`config.mk`:
```
export PLATFORM = sky130hd
export DESIGN_NAME = tx_stamp_capture
export DESIGN_NICKNAME = d
export VERILOG_FILES = /design/src/rtl/tsc_pkg.sv /design/src/rtl/tsc_rst_sync.sv /design/src/rtl/tsc_qualify.sv /design/src/rtl/tsc_channel.sv /design/src/rtl/tsc_regs.sv /design/src/rtl/tx_stamp_capture.sv
export SDC_FILE = /design/constraint.sdc
export NUM_CORES = 1
export LEC_CHECK = 0
export BUFFER_PORTS_ARGS = -buffer_cell sky130_fd_sc_hd__buf_2
export CORE_ASPECT_RATIO = 0.75
export CORE_UTILIZATION = 55
export DETAILED_ROUTE_END_ITERATION = 6
export PLACE_DENSITY = 0.77
export RECOVER_POWER = 100
export SYNTH_ARGS = -nofsm -noshare
export SYNTH_HDL_FRONTEND = slang
export SYNTH_HIERARCHICAL = 1
export SYNTH_SLANG_ARGS = --single-unit
```
`constraint.sdc`:
```
create_clock -name clk -period 7.6 [get_ports clk]
set_input_delay 1.52 -clock clk [delete_from_list [all_inputs] [get_ports clk]]
set_output_delay 1.52 -clock clk [all_outputs]
set_load 0.01 [all_outputs]
```
`src/rtl/tsc_pkg.sv`:
```
package tsc_pkg;
  localparam int unsigned TIME_W = 64;
  localparam int unsigned WORD_W = 32;
  localparam int unsigned CODE_W = 4;

  typedef logic [CODE_W-1:0] msg_code_t;

  localparam msg_code_t CODE_SYNC      = 4'h0;
  localparam msg_code_t CODE_DELAY_REQ = 4'h1;

  localparam int unsigned OFS_CTRL   = 'h0;
  localparam int unsigned OFS_STATUS = 'h4;
  localparam int unsigned OFS_SNAPLO = 'h8;
  localparam int unsigned OFS_SNAPHI = 'hC;
endpackage

```
`src/rtl/tsc_rst_sync.sv`:
```
module tsc_rst_sync (
  input  logic clk,
  input  logic rst_n,
  output logic rst_sync_n
);
  logic stage_q;

  always_ff @(posedge clk or negedge rst_n) begin
    if (!rst_n) begin
      stage_q    <= 1'b0;
      rst_sync_n <= 1'b0;
    end else begin
      stage_q    <= 1'b1;
      rst_sync_n <= stage_q;
    end
  end
endmodule

```
`src/rtl/tsc_qualify.sv`:
```
module tsc_qualify
  import tsc_pkg::*;
(
  input  logic      pulse,
  input  msg_code_t msg_type,
  input  logic      is_master,
  output logic      hit
);
  logic code_match;

  always_comb begin
    if (is_master) code_match = (msg_type == CODE_SYNC);
    else           code_match = (msg_type == CODE_DELAY_REQ);
    hit = pulse & code_match;
  end
endmodule

```
`src/rtl/tsc_channel.sv`:
```
module tsc_channel
  import tsc_pkg::*;
(
  input  logic              clk,
  input  logic              rst_n,
  input  logic              hit,
  input  logic [TIME_W-1:0] sys_time,
  input  logic              ctrl_we,
  input  logic              en_bit,
  input  logic              status_we,
  input  logic              w_evt,
  input  logic              w_ovr,
  output logic [TIME_W-1:0] snap,
  output logic              evt,
  output logic              ovr,
  output logic              irq_en,
  output logic              irq
);
  logic clr_evt, clr_ovr, take, drop;
  logic evt_d, ovr_d, en_d;

  always_comb begin
    clr_evt = status_we & w_evt;
    clr_ovr = status_we & w_ovr;
    take    = hit & (~evt | clr_evt);
    drop    = hit & evt & ~clr_evt;
    evt_d   = take | (evt & ~clr_evt);
    ovr_d   = drop | (ovr & ~clr_ovr);
    en_d    = ctrl_we ? en_bit : irq_en;
  end

  always_ff @(posedge clk or negedge rst_n) begin
    if (!rst_n) begin
      evt    <= 1'b0;
      ovr    <= 1'b0;
      irq_en <= 1'b0;
    end else begin
      evt    <= evt_d;
      ovr    <= ovr_d;
      irq_en <= en_d;
    end
  end

  always_ff @(posedge clk or negedge rst_n) begin
    if (!rst_n) begin
      snap <= '0;
    end else if (take) begin
      snap <= sys_time;
    end
  end

  assign irq = evt & irq_en;
endmodule

```
`src/rtl/tsc_regs.sv`:
```
module tsc_regs
  import tsc_pkg::*;
#(
  parameter int unsigned NUM_CH    = 3,
  parameter int unsigned ADDR_W    = 8,
  parameter int unsigned CH_BASE   = 'h40,
  parameter int unsigned CH_STRIDE = 'h20
) (
  input  logic [ADDR_W-1:0]              reg_addr,
  input  logic                           reg_wr,
  input  logic [NUM_CH-1:0][TIME_W-1:0]  snap,
  input  logic [NUM_CH-1:0]              evt,
  input  logic [NUM_CH-1:0]              ovr,
  input  logic [NUM_CH-1:0]              irq_en,
  output logic [NUM_CH-1:0]              ctrl_we,
  output logic [NUM_CH-1:0]              status_we,
  output logic [WORD_W-1:0]              reg_rdata
);
  logic [ADDR_W-1:0] ch_base;

  always_comb begin
    ctrl_we   = '0;
    status_we = '0;
    reg_rdata = '0;
    ch_base   = '0;
    for (int c = 0; c < NUM_CH; c++) begin
      ch_base = ADDR_W'(CH_BASE + c * CH_STRIDE);
      if (reg_addr == ch_base + ADDR_W'(OFS_CTRL)) begin
        reg_rdata  = {{(WORD_W-1){1'b0}}, irq_en[c]};
        ctrl_we[c] = reg_wr;
      end
      if (reg_addr == ch_base + ADDR_W'(OFS_STATUS)) begin
        reg_rdata    = {{(WORD_W-2){1'b0}}, ovr[c], evt[c]};
        status_we[c] = reg_wr;
      end
      if (reg_addr == ch_base + ADDR_W'(OFS_SNAPLO))
        reg_rdata = snap[c][WORD_W-1:0];
      if (reg_addr == ch_base + ADDR_W'(OFS_SNAPHI))
        reg_rdata = snap[c][TIME_W-1:WORD_W];
    end
  end
endmodule

```
`src/rtl/tx_stamp_capture.sv`:
```
module tx_stamp_capture
  import tsc_pkg::*;
#(
  parameter int unsigned NUM_CH    = 3,
  parameter int unsigned ADDR_W    = 8,
  parameter int unsigned CH_BASE   = 'h40,
  parameter int unsigned CH_STRIDE = 'h20
) (
  input  logic                       clk,
  input  logic                       rst_n,
  input  logic [63:0]                sys_time,
  input  logic [NUM_CH-1:0]          tx_pulse,
  input  logic [NUM_CH*4-1:0]        tx_msg_type,
  input  logic [NUM_CH-1:0]          tx_master,
  input  logic [ADDR_W-1:0]          reg_addr,
  input  logic                       reg_wr,
  input  logic [31:0]                reg_wdata,
  output logic [31:0]                reg_rdata,
  output logic [NUM_CH-1:0]          irq
);
  logic                          rst_int_n;
  logic [NUM_CH-1:0]             hit;
  logic [NUM_CH-1:0][TIME_W-1:0] snap;
  logic [NUM_CH-1:0]             evt, ovr, irq_en;
  logic [NUM_CH-1:0]             ctrl_we, status_we;
  logic                          unused_wdata;

  assign unused_wdata = ^reg_wdata[31:2];

  tsc_rst_sync u_rst_sync (
    .clk        (clk),
    .rst_n      (rst_n),
    .rst_sync_n (rst_int_n)
  );

  for (genvar i = 0; i < NUM_CH; i++) begin : g_ch
    tsc_qualify u_qualify (
      .pulse     (tx_pulse[i]),
      .msg_type  (tx_msg_type[i*CODE_W +: CODE_W]),
      .is_master (tx_master[i]),
      .hit       (hit[i])
    );

    tsc_channel u_channel (
      .clk       (clk),
      .rst_n     (rst_int_n),
      .hit       (hit[i]),
      .sys_time  (sys_time),
      .ctrl_we   (ctrl_we[i]),
      .en_bit    (reg_wdata[0]),
      .status_we (status_we[i]),
      .w_evt     (reg_wdata[0]),
      .w_ovr     (reg_wdata[1]),
      .snap      (snap[i]),
      .evt       (evt[i]),
      .ovr       (ovr[i]),
      .irq_en    (irq_en[i]),
      .irq       (irq[i])
    );
  end

  tsc_regs #(
    .NUM_CH    (NUM_CH),
    .ADDR_W    (ADDR_W),
    .CH_BASE   (CH_BASE),
    .CH_STRIDE (CH_STRIDE)
  ) u_regs (
    .reg_addr  (reg_addr),
    .reg_wr    (reg_wr),
    .snap      (snap),
    .evt       (evt),
    .ovr       (ovr),
    .irq_en    (irq_en),
    .ctrl_we   (ctrl_we),
    .status_we (status_we),
    .reg_rdata (reg_rdata)
  );
endmodule

```
; Yosys cells after proc, flatten, opt, wreduce, memory -nomap -nowiden
; Cells that the tools add are included.
[classes]
eq_ne = 15
n_bitwise = 45
n_mux = 21
n_reduce_logical = 3
[ops]
columns = operator, n
row1 = $mux W32, 10
row2 = $eq A8 B7 Y1 const B, 8
row3 = $eq A8 B8 Y1 const B, 4
row4 = $and A1 B1 Y1, 27
row5 = $eq A4 B1 Y1 const B, 3
row6 = $logic_not A4 Y1, 3
row7 = $mux W1, 10
row8 = $not A1 Y1, 9
row9 = $or A1 B1 Y1, 9
row10 = $mux W2, 1
[totals]
register_bits = 203
in_bits = 125
output_inout_bits = 35
wordCells = 98

; Depth between registers and ports, before layout
[depth]
depth_word = 13
ltp_mapped = 9
ltp_nobuf = 5

; Hierarchy
; The synthesis kept the hierarchy.
[modules_own_cells]
columns = mod, area_each_um2, cells_per_inst, instances, seq_area_each_um2
row1 = tsc_channel, 3443.3, 298, 3, 1676.6
row2 = tsc_regs, 1747.9, 259, 1, 0.0
row3 = tsc_qualify, 35.0, 3, 3, 0.0
row4 = tsc_rst_sync, 53.8, 3, 1, 50.0

; Worst setup path after synthesis
; No wires, ideal clock.
[synth_path]
path_type = input to output
startpoint = input port reg_addr[5]
endpoint = output port reg_rdata[1]
path_buffers = 1
t_arrival_ps = 2687
cell_stages = 5
path_slack_ps = 3393
required_time_ps = 6080
path_cell_list = buf_6 > or4b_4 > o21ai_2 > a21oi_2 > nor4b_2
[synth_between]
elab_chain_cells = 12
word_cells_on_any_way = 22
classes_between = 11 x eq/ne / 11 x mux
[synth_lines]
columns = element, line_no
row1 = start: declaration, tx_stamp_capture.sv:15  ; input logic [ADDR_W-1:0] reg_addr,
row2 = $eq A8 B7 Y1, tsc_regs.sv:32  ; if (reg_addr == ch_base + ADDR_W'(OFS_STATUS)) begin
row3 = $mux W2, tsc_regs.sv:32
row4 = $mux W32, tsc_regs.sv:36  ; if (reg_addr == ch_base + ADDR_W'(OFS_SNAPLO))
row5 = $mux W32, tsc_regs.sv:38  ; if (reg_addr == ch_base + ADDR_W'(OFS_SNAPHI))
row6 = $mux W32, tsc_regs.sv:28  ; if (reg_addr == ch_base + ADDR_W'(OFS_CTRL)) begin
row7 = $mux W32, tsc_regs.sv:32
row8 = $mux W32, tsc_regs.sv:36
row9 = $mux W32, tsc_regs.sv:38
row10 = $mux W32, tsc_regs.sv:28
row11 = $mux W32, tsc_regs.sv:32
row12 = $mux W32, tsc_regs.sv:36
row13 = $mux W32 *, tsc_regs.sv:38
row14 = end: declaration, tx_stamp_capture.sv:18  ; output logic [31:0] reg_rdata,
; Mark *: on every way between the ends. The rest lies on a longest branch, timed or not.

; Worst setup path after layout
[layout_path]
startpoint = input port reg_addr[5]
endpoint = output port reg_rdata[9]
[layout_between]
elab_chain_cells = 11
word_cells_on_any_way = 20
classes_between = 10 x eq/ne / 10 x mux
[layout_lines]
columns = element, line_no
row1 = $eq A8 B7 Y1, tsc_regs.sv:36
row2 = $mux W32, tsc_regs.sv:36
row3 = $mux W32, tsc_regs.sv:38
row4 = $mux W32, tsc_regs.sv:28
row5 = $mux W32, tsc_regs.sv:32
row6 = $mux W32, tsc_regs.sv:36
row7 = $mux W32, tsc_regs.sv:38
row8 = $mux W32, tsc_regs.sv:28
row9 = $mux W32, tsc_regs.sv:32
row10 = $mux W32, tsc_regs.sv:36
row11 = $mux W32 *, tsc_regs.sv:38
; Marked as above.

==> flow_summary.yaml <==
outcome:
  status: "finished with violations"
  violations: "max-capacitance violations, max-slew violations"
floorplanning:
  dieArea_sq_um: 22900
  design.core.area_sq_um: 21500
  die_y_microns: 131
  rows: 46
  die_w_microns: 174
  io_pins: 160
  start_util_pct: 57.0
critical_path:
  crit_end: "reg_rdata[9]"
  worst_setup_path_start_kind: "primary input"
  r2r_start: "u_rst_sync/rst_sync_n"
  reg2reg_slack_ns: 2.14
  critPathKind: "primary input to output port"
  worstPathRequired_ns: 6.08
  end_kind: "output port"
  cp.arrival_ns: 5.03
  cp-startpoint: "reg_addr[5]"
  r2r_cells: 1
  worstPathMaxFanout: 37
  r2r_end: "g_ch[2].u_channel/snap[15]"
cts:
  clockBufferDepth: 3
  cts_root_buf: "clkbuf_16"
  h-tree-depth: 1
  hold_buffers: 0
  cts_buffers: 21
  cts_resized: 0
  post_cts_buffers: 0
  cts_tree: "built"
  cts_sinks: 203
  clk_latency_ns: 0.51
  clk_pin_slew_ns: 0.06
drt:
  dr.pass1.iters: 5
  wl_met3_mm: 2.41
  wl_met2_mm: 15.4
  viasPerCell: 6.11
  top_layer_used: "met5"
  drc: 0
  drt_iter0_markers: 775
  ant_nets: 0
  vias: 9310
  totalWireLength_mm: 32.3
  wl_met1_mm: 13.8
  wl_per_cell_microns: 21.2
layout:
  fin_util_pct: 57.3
  multiInputGateArea_sq_um: 4740
  fillers: 2020
  seq_area_sq_um: 5080
  final_layout_size_suffix_gt1_share_pct: 19.8
  area_delta_synth_final_pct: 0.450
  nNetsFinal: 1345
yosys:
  syn_area_sq_um: 12200
  async_flop_share_pct: 100
  ys_seq_area_share_pct: 41.5
  synthesis.nets: 1290
  synth_edf_count: 0
  synth.avg_cell_area_sq_um: 10.5
  yosys_register_bits: 203
  synthCells: 1165
  yosysWarnings: 6
  synth_cell_types: 47
  synth_ff_type: "dfrtp_1"
global_routing:
  grt_use_total_pct: 28.0
  grt_pass1_wl_mm: 51.2
  antenna_found_initial: 3
  overflow: 0
  grt_pass1_vias: 9513
  grt_max_degree: 161
pwr:
  p_leak_nw: 5.24
  p_per_area_nw_per_um2: 309
  ir_worst_vdd_uv: 152
placed_design:
  dp_hpwl_mm: 17.5
  place.gp.congestion: 0.818
  io_buffer_count: 129
sta:
  finalSetupViolCount: 0
  fin_worst_skew_ns: 0.0154
  period_share_pct: 86.1
  clock.fmax_mhz: 153
  fin_crit_ns: 6.55
  relSlewSlack_pct: -166
  finalHoldViolCount: 0
  maxSlewViolCount: 434
  fin_tns_setup_ns: 0
  grt_setup_unrepaired: "no"
  tightest_slew_ns: 3.99
min_path:
  hp-class: "register to register"
flow_run:
  drv_cap: 6
synthesized netlist by cell type (all sizes together) (2+ instances only):
cell     count  area (sq um)
and3         4          40.0
nor2b        3          18.8
o32ai      193          3040
xnor2        3          26.3
nand2b       7          66.3
nand4bb      2          22.5
a21oi       36           184
or2          3          18.8
nor4b        5          56.3
mux2        33           372
o211ai      29           218
nand2      202           758
and2         3          18.8
inv        193           724
mux2i        3          30.0
mux4         2          45.0
o22a        29           254
a21boi       3          22.5
nor4         3          37.5
o221ai       3          26.3
nor2        40           150
clkbuf      30           113
dfrtp      203          5080
buf         86           633
or4b         2          23.8
o21ai       34           174
cell usage in the layout (no fill, tap or decap), drive strengths merged, types with 2 or more instances in the layout:
master / count
xnor2: 3
mux2i: 3
o211ai: 29
a21boi: 3
buf: 109
o221ai: 3
o21ai: 34
nand4bb: 2
inv: 194
mux2: 33
nor2b: 3
or2: 3
dfrtp: 203
nor2: 40
and3: 4
nor4b: 5
and2: 3
nor4: 3
a21oi: 36
or4b: 2
nand2: 202
clkbuf: 72
o22a: 29
nand2b: 7
o32ai: 193
mux4: 2
clkinvlp: 2
critical path, cell delays in order:
cell and delay (ns):
buf_2 0.41, nor4b_1 0.73, and3_1 0.75, clkbuf_1 0.83, o21ai_0 0.20, a21oi_1 0.37, clkbuf_1 0.19
metal layers:
layer,GRT usage [%],vias up
met5,0,-
li1,-,4201
met3,4.69,63
met4,7.55,4
met2,46.6,402
met1,37.8,4640
flip-flops by register name (all words and copies together) (netlist names):
register,flops
u_rst_sync/stage_q,1
g_ch.u_channel/evt,3
g_ch.u_channel/snap,192
g_ch.u_channel/irq_en,3
u_rst_sync/rst_sync_n,1
g_ch.u_channel/ovr,3
worst min path at each step:
stage	from	to	slack, ns	cells past startpoint
after global routing	u_rst_sync/stage_q	u_rst_sync/rst_sync_n	0.37	0
after detailed placement	u_rst_sync/stage_q	u_rst_sync/rst_sync_n	0.35	0
after global placement	u_rst_sync/stage_q	u_rst_sync/rst_sync_n	0.34	0
after CTS	u_rst_sync/rst_sync_n	g_ch[2].u_channel/snap[53]	0.36	0
final	u_rst_sync/stage_q	u_rst_sync/rst_sync_n	0.36	0
after floorplan	u_rst_sync/stage_q	u_rst_sync/rst_sync_n	0.33	0
final cells by class:
class / count / area share, %
antenna: 1 / 0.0204
clock buffer: 33 / 5.13
clock inverter: 4 / 0.234
inverter: 193 / 5.89
multi-input combinational: 653 / 38.5
sequential: 203 / 41.3
tap: 288 / 2.93
timing repair buffer: 148 / 5.91
stage by stage:
stage	cell area [sq um]	hold WS [ns]	cells	worst slack (ns)	total power [W]
6_report	12300	0.359	1523	1.05	0.00380
5_1_grt	12300	0.372	1523	1.06	0.00401
4_1_cts	13400	0.359	1522	1.90	0.00411
3_5_place_dp	12700	0.355	1485	1.89	0.00309
3_3_place_gp	12700	0.339	1485	1.96	0.00303
2_1_floorplan	12200	0.331	1165	1.52	0.00287
cells by family after synthesis:
kind of cell | count (synthesis) | synth area share, %
other cells | 1 | 0.0306
mux | 38 | 3.65
simple gates | 279 | 10.2
xor+xnor | 3 | 0.215
flops | 203 | 41.5
buf+inv | 309 | 12.0
compound gates | 332 | 32.4
where the power goes:
| group | leakage, nW | switching [W] | internal (W) |
|---|---|---|---|
| sequential | 2.33 | 0.000238 | 0.00153 |
| combinational | 2.59 | 0.000468 | 0.000570 |
| clock | 0.318 | 0.000430 | 0.000570 |
No activity file was read; power rests on OpenSTA's default activity.
